$ cat config.mk
export PLATFORM = sky130hd
export DESIGN_NAME = load_replica_queue
export DESIGN_NICKNAME = d
export VERILOG_FILES = /design/src/rtl/lrq_pkg.sv /design/src/rtl/lrq_lead_issue.sv /design/src/rtl/lrq_store.sv /design/src/rtl/lrq_trail_check.sv /design/src/rtl/load_replica_queue.sv
export SDC_FILE = /design/constraint.sdc
export NUM_CORES = 1
export LEC_CHECK = 0
export BUFFER_PORTS_ARGS = -buffer_cell sky130_fd_sc_hd__buf_4
export CORE_UTILIZATION = 45
export DETAILED_ROUTE_END_ITERATION = 16
export PLACE_DENSITY = 0.67
export SLEW_MARGIN = 20
export SYNTH_ARGS = -nofsm -noshare
export SYNTH_HDL_FRONTEND = slang
export SYNTH_SLANG_ARGS = --single-unit
$ cat constraint.sdc
create_clock -name clk_i -period 8.27 [get_ports clk_i]
set_clock_uncertainty 0.05 [all_clocks]
set_input_delay 0.827 -clock clk_i [delete_from_list [all_inputs] [get_ports clk_i]]
set_output_delay 0.827 -clock clk_i [all_outputs]
set_load 0.005 [all_outputs]
$ cat src/rtl/lrq_pkg.sv
package lrq_pkg;
  localparam int unsigned LRQ_ADDR_W = 32;
  localparam int unsigned LRQ_DATA_W = 32;

  typedef logic [LRQ_ADDR_W-1:0] lrq_addr_t;
  typedef logic [LRQ_DATA_W-1:0] lrq_data_t;

  typedef struct packed {
    lrq_addr_t addr;
    lrq_data_t data;
  } lrq_entry_t;
endpackage

$ cat src/rtl/lrq_lead_issue.sv
module lrq_lead_issue
  import lrq_pkg::*;
#(
  parameter int unsigned DEPTH = 16,
  parameter int unsigned CNT_W = $clog2(DEPTH + 1)
) (
  input  logic             clk_i,
  input  logic             rst_ni,
  input  logic             req_valid_i,
  input  lrq_addr_t        req_addr_i,
  input  logic [CNT_W-1:0] occ_i,
  input  lrq_data_t        mem_rdata_i,
  output logic             req_ready_o,
  output logic             mem_req_o,
  output lrq_addr_t        mem_addr_o,
  output logic             rsp_valid_o,
  output lrq_data_t        rsp_data_o,
  output logic             push_o,
  output lrq_entry_t       push_entry_o
);
  logic       pending_q;
  lrq_addr_t  addr_q;
  logic [CNT_W:0] used;
  logic       fire;

  // slot reserved for the read still in flight
  assign used        = {1'b0, occ_i} + {{CNT_W{1'b0}}, pending_q};
  assign req_ready_o = used < (CNT_W + 1)'(DEPTH);
  assign fire        = req_valid_i & req_ready_o;

  assign mem_req_o  = fire;
  assign mem_addr_o = req_addr_i;

  always_ff @(posedge clk_i or negedge rst_ni) begin
    if (!rst_ni) begin
      pending_q <= 1'b0;
      addr_q    <= '0;
    end else begin
      pending_q <= fire;
      if (fire) addr_q <= req_addr_i;
    end
  end

  assign rsp_valid_o  = pending_q;
  assign rsp_data_o   = mem_rdata_i;
  assign push_o       = pending_q;
  assign push_entry_o = '{addr: addr_q, data: mem_rdata_i};
endmodule

$ cat src/rtl/lrq_store.sv
module lrq_store
  import lrq_pkg::*;
#(
  parameter int unsigned DEPTH = 16,
  parameter int unsigned CNT_W = $clog2(DEPTH + 1)
) (
  input  logic             clk_i,
  input  logic             rst_ni,
  input  logic             push_i,
  input  lrq_entry_t       push_entry_i,
  input  logic             pop_i,
  output lrq_entry_t       head_o,
  output logic [CNT_W-1:0] count_o
);
  localparam int unsigned PTR_W = (DEPTH > 1) ? $clog2(DEPTH) : 1;
  localparam logic [PTR_W-1:0] LAST = PTR_W'(DEPTH - 1);

  lrq_entry_t       slots_q [DEPTH];
  logic [PTR_W-1:0] head_q, tail_q;
  logic [CNT_W-1:0] count_q;

  function automatic logic [PTR_W-1:0] bump(input logic [PTR_W-1:0] p);
    return (p == LAST) ? '0 : p + PTR_W'(1);
  endfunction

  always_ff @(posedge clk_i) begin
    if (push_i) slots_q[tail_q] <= push_entry_i;
  end

  always_ff @(posedge clk_i or negedge rst_ni) begin
    if (!rst_ni) begin
      head_q  <= '0;
      tail_q  <= '0;
      count_q <= '0;
    end else begin
      if (push_i) tail_q <= bump(tail_q);
      if (pop_i)  head_q <= bump(head_q);
      unique case ({push_i, pop_i})
        2'b10:   count_q <= count_q + CNT_W'(1);
        2'b01:   count_q <= count_q - CNT_W'(1);
        default: count_q <= count_q;
      endcase
    end
  end

  assign head_o  = slots_q[head_q];
  assign count_o = count_q;
endmodule

$ cat src/rtl/lrq_trail_check.sv
module lrq_trail_check
  import lrq_pkg::*;
#(
  parameter int unsigned CNT_W = 5
) (
  input  logic             clk_i,
  input  logic             rst_ni,
  input  logic             req_valid_i,
  input  lrq_addr_t        req_addr_i,
  input  lrq_entry_t       head_i,
  input  logic [CNT_W-1:0] count_i,
  output logic             req_ready_o,
  output logic             pop_o,
  output lrq_data_t        rsp_data_o,
  output logic             fault_o
);
  logic fault_q;

  assign req_ready_o = count_i != '0;
  assign pop_o       = req_valid_i & req_ready_o;
  assign rsp_data_o  = head_i.data;

  always_ff @(posedge clk_i or negedge rst_ni) begin
    if (!rst_ni) fault_q <= 1'b0;
    else         fault_q <= pop_o && (req_addr_i != head_i.addr);
  end

  assign fault_o = fault_q;
endmodule

$ cat src/rtl/load_replica_queue.sv
module load_replica_queue
  import lrq_pkg::*;
#(
  parameter int unsigned DEPTH = 16
) (
  input  logic                  clk_i,
  input  logic                  rst_ni,
  input  logic                  lead_req_valid_i,
  output logic                  lead_req_ready_o,
  input  logic [LRQ_ADDR_W-1:0] lead_req_addr_i,
  output logic                  lead_rsp_valid_o,
  output logic [LRQ_DATA_W-1:0] lead_rsp_data_o,
  output logic                  mem_req_o,
  output logic [LRQ_ADDR_W-1:0] mem_addr_o,
  input  logic [LRQ_DATA_W-1:0] mem_rdata_i,
  input  logic                  trail_req_valid_i,
  output logic                  trail_req_ready_o,
  input  logic [LRQ_ADDR_W-1:0] trail_req_addr_i,
  output logic [LRQ_DATA_W-1:0] trail_rsp_data_o,
  output logic                  fault_o
);
  localparam int unsigned CNT_W = $clog2(DEPTH + 1);

  logic             push, pop;
  lrq_entry_t       push_entry, head;
  logic [CNT_W-1:0] count;

  lrq_lead_issue #(.DEPTH(DEPTH), .CNT_W(CNT_W)) u_lead (
    .clk_i        (clk_i),
    .rst_ni       (rst_ni),
    .req_valid_i  (lead_req_valid_i),
    .req_addr_i   (lead_req_addr_i),
    .occ_i        (count),
    .mem_rdata_i  (mem_rdata_i),
    .req_ready_o  (lead_req_ready_o),
    .mem_req_o    (mem_req_o),
    .mem_addr_o   (mem_addr_o),
    .rsp_valid_o  (lead_rsp_valid_o),
    .rsp_data_o   (lead_rsp_data_o),
    .push_o       (push),
    .push_entry_o (push_entry)
  );

  lrq_store #(.DEPTH(DEPTH), .CNT_W(CNT_W)) u_store (
    .clk_i        (clk_i),
    .rst_ni       (rst_ni),
    .push_i       (push),
    .push_entry_i (push_entry),
    .pop_i        (pop),
    .head_o       (head),
    .count_o      (count)
  );

  lrq_trail_check #(.CNT_W(CNT_W)) u_trail (
    .clk_i       (clk_i),
    .rst_ni      (rst_ni),
    .req_valid_i (trail_req_valid_i),
    .req_addr_i  (trail_req_addr_i),
    .head_i      (head),
    .count_i     (count),
    .req_ready_o (trail_req_ready_o),
    .pop_o       (pop),
    .rsp_data_o  (trail_rsp_data_o),
    .fault_o     (fault_o)
  );
endmodule

==> flow_summary.yaml <==
cts:
  cts_resized: 0
  cts_hold_buffers: 0
  clkSlewWorstSetupHoldPaths_ps: 60
  cts.sinks: 1071
  clock_path_buffers: 3
  clock_latency_ps: 650
  post-cts-setup-buffer-count: 0
  cts_tree: "yes"
  cts_buffers: 107
  cts_root_buf: "clkbuf_16"
  htree_num_levels: 3
global_route:
  grtUsageTotal_pct: 20.25
  first_global_vias: 20806
  grt_overflow: 0
  grt_pass1_wl_microns: 138900
  grt_use_met1_pct: 29.26
  grtUsageMet3_pct: 3.308
  met2_usage_pct: 32.55
  antenna_found_initial: 1
  gr-max-usage-layer: "met2"
  grt_max_degree: 126
power:
  irDropWorstVdd_uv: 263.6
  power_density_mw_per_mm2: 344.6
  power_leakage_nw: 15.84
  p_total_w: 0.01653
cells_and_area:
  drive_above_1_share_pct: 27.48
  multi_input_area_sq_mm: 0.008995
  fill_cells: 7046
  area_delta_synth_final_pct: 14.68
  final_nets: 2337
  final_area_sq_mm: 0.04796
  fin_cells: 3562
  regArea_sq_mm: 0.03194
  utilization_pct: 52.24
worst_hold_path:
  hp-class: "primary input to asynchronous set/reset pin"
timing:
  setup_viol: 0
  max_slew_margin_pct: 23.18
  slew_violations: 0
  post-route-min-period_ps: 4864
  hold_viol_final: 0
  period_share_pct: 58.81
  rsz0062_at_grt: "false"
  fmax_mhz: 205.6
  worst_pin_slew_ps: 1152
  fin_setup_tns_ps: 0
critical_path:
  path_class: "register to output port"
  crit_chain: "and2_2 -> buf_4 -> a221oi_1 -> a22oi_1 -> nand2_1 -> buf_4"
  critPathRequiredTime_ps: 7390
  cpMaxStageDelayCell: "dfrtp_4"
  critPathBufInv: 2
  cp_max_fo: 65
  end_kind: "output port"
  critPathMaxStageDelay_ps: 1190
  critical_path.top_delay_family: "flip-flops"
  worst_path_most_repeated_cell: "buf_4"
  start_kind: "register"
  cp.arrival_ps: 3990
logic_synthesis:
  synth_edf_count: 1024
  synth_fp_nets: 2158
  synth_top_area_share_pct: 73.53
  synthCells: 2048
  async_flop_share_pct: 4.388
  yosys-top-cells-count: "edfxtp_1, mux2i_1, mux4_2"
  synthFlopType: "edfxtp_1"
  ys_warn_count: 0
  ys_seq_area_share_pct: 76.34
  avgSynthCellArea_sq_um: 20.42
  ys_types: 50
  yosys.area.top_type: "edfxtp_1"
  synth_area_leaders: "edfxtp_1, mux4_2, mux2i_1"
  synth.most_common_cell: "edfxtp_1"
  synth_area_sq_mm: 0.04182
  ys_ff_latch: 1071
floorplan:
  core_area_sq_mm: 0.09180
  dieHeight_microns: 306.8
  chipWidth_microns: 306.8
  die-area_sq_mm: 0.09415
  start_util_pct: 45.55
  ioPinCount: 201
  rows: 111
detailed_routing:
  drt_pass1_iterations: 8
  wl_per_cell_microns: 26.71
  vias_per_cell: 5.750
  drtAntennaViolNets: 0
  wirelength_microns: 95130
  dr.first_iter.drc_count: 2202
  route.detailed.drc: 0
  vias: 20481
placement:
  hpwlAfterDp_microns: 49960
  place_congestion: 0.7526
  postPlaceCellArea_sq_mm: 0.04436
  dp_cells: 3360
  numPortBuffers: 200
job:
  cap_violations: 0
run_status:
  status: "complete, no violations"
[flip-flops by register name (all words and copies together), names as in the netlist]
name and flops:
u_lead.addr_q 32, u_lead.push_o 1, u_store.count_o 5, u_store.head_q 4
u_store.slots_q 1024, u_store.tail_q 4, u_trail.fault_o 1
[cells by family (layout without fill, tap and decap cells)]
group,after synthesis,after routing,share of synthesized area [%]
adders and majority gates,10,10,0.3172
AOI/OAI and AO/OA,225,225,4.036
buffers and inverters,178,448,2.444
and+or+nand+nor,136,136,1.511
other,0,1,0
xor gates and xnor gates,38,38,0.7959
DFF,1071,1071,76.34
muxes,390,390,14.55
[path summary, 6_finish.rpt]
kind	cells after the start	start	to	slack (ps)
max	6	u_store.head_q[1]	trail_rsp_data_o[14]	3410
min	1	rst_ni	u_trail.fault_o	230
max reg2reg	8	u_store.head_q[1]	u_trail.fault_o	3820
min reg2reg	1	u_store.count_o[4]	u_store.count_o[4]	450
max in group asynchronous	1	rst_ni	u_store.head_q[1]	7340
min in group clk_i	2	lead_req_addr_i[21]	u_lead.addr_q[21]	360
[final cells by class]
| type | count | area share [%] |
|---|---|---|
| timing repair buffer | 240 | 3.893 |
| multi-input combinational | 799 | 18.76 |
| sequential | 1071 | 66.59 |
| clock inverter | 48 | 1.046 |
| inverter | 8 | 0.06262 |
| antenna | 1 | 0.005218 |
| clock buffer | 152 | 6.402 |
| tap | 1243 | 3.243 |
[through the flow]
stage	hold slack (ps)	worst slack, ps
2_1_floorplan	414.2	2492
6_report	232.0	3406
3_5_place_dp	435.2	3784
5_1_grt	249.9	3215
4_1_cts	224.4	3327
3_3_place_gp	432.1	3797
[where the power goes]
part	switching [W]	leakage, nW	internal (W)
combinational	0.00231	4.30	0.00197
sequential	0.000628	9.78	0.00677
clock	0.00198	1.75	0.00286
[cell usage in the layout (no fill, tap or decap), drive strengths merged, types with 5 or more instances in the layout]
master / n
a221oi: 69
xor2: 13
a22o: 7
buf: 240
bufinv: 9
o21ai: 50
mux2: 33
a22oi: 54
and3: 5
mux2i: 186
nand3: 11
edfxtp: 1024
clkinv: 33
nand2: 63
nor3: 6
ha: 9
inv: 10
clkbuf: 152
nor2: 24
o22a: 11
dfrtp: 47
mux4: 171
nand2b: 9
a21oi: 8
xnor2: 25
o221ai: 11
[worst register-to-register path, cell delays in order (launching register included)]
cell and delay, ps:
dfrtp_4 1190, buf_4 850, mux4_2 450, a22o_1 250
a221oi_1 370, xnor2_1 110, nor4_1 400, nand4_1 310
o31a_1 370
[per-layer routing]
metal | up-vias | wire (microns)
met4 | 2 | 1516
met3 | 108 | 6484
met5 | - | 7
met1 | 10814 | 41080
met2 | 791 | 46050
li1 | 8766 | -
Note: power is estimated with default switching activity, not from simulation.
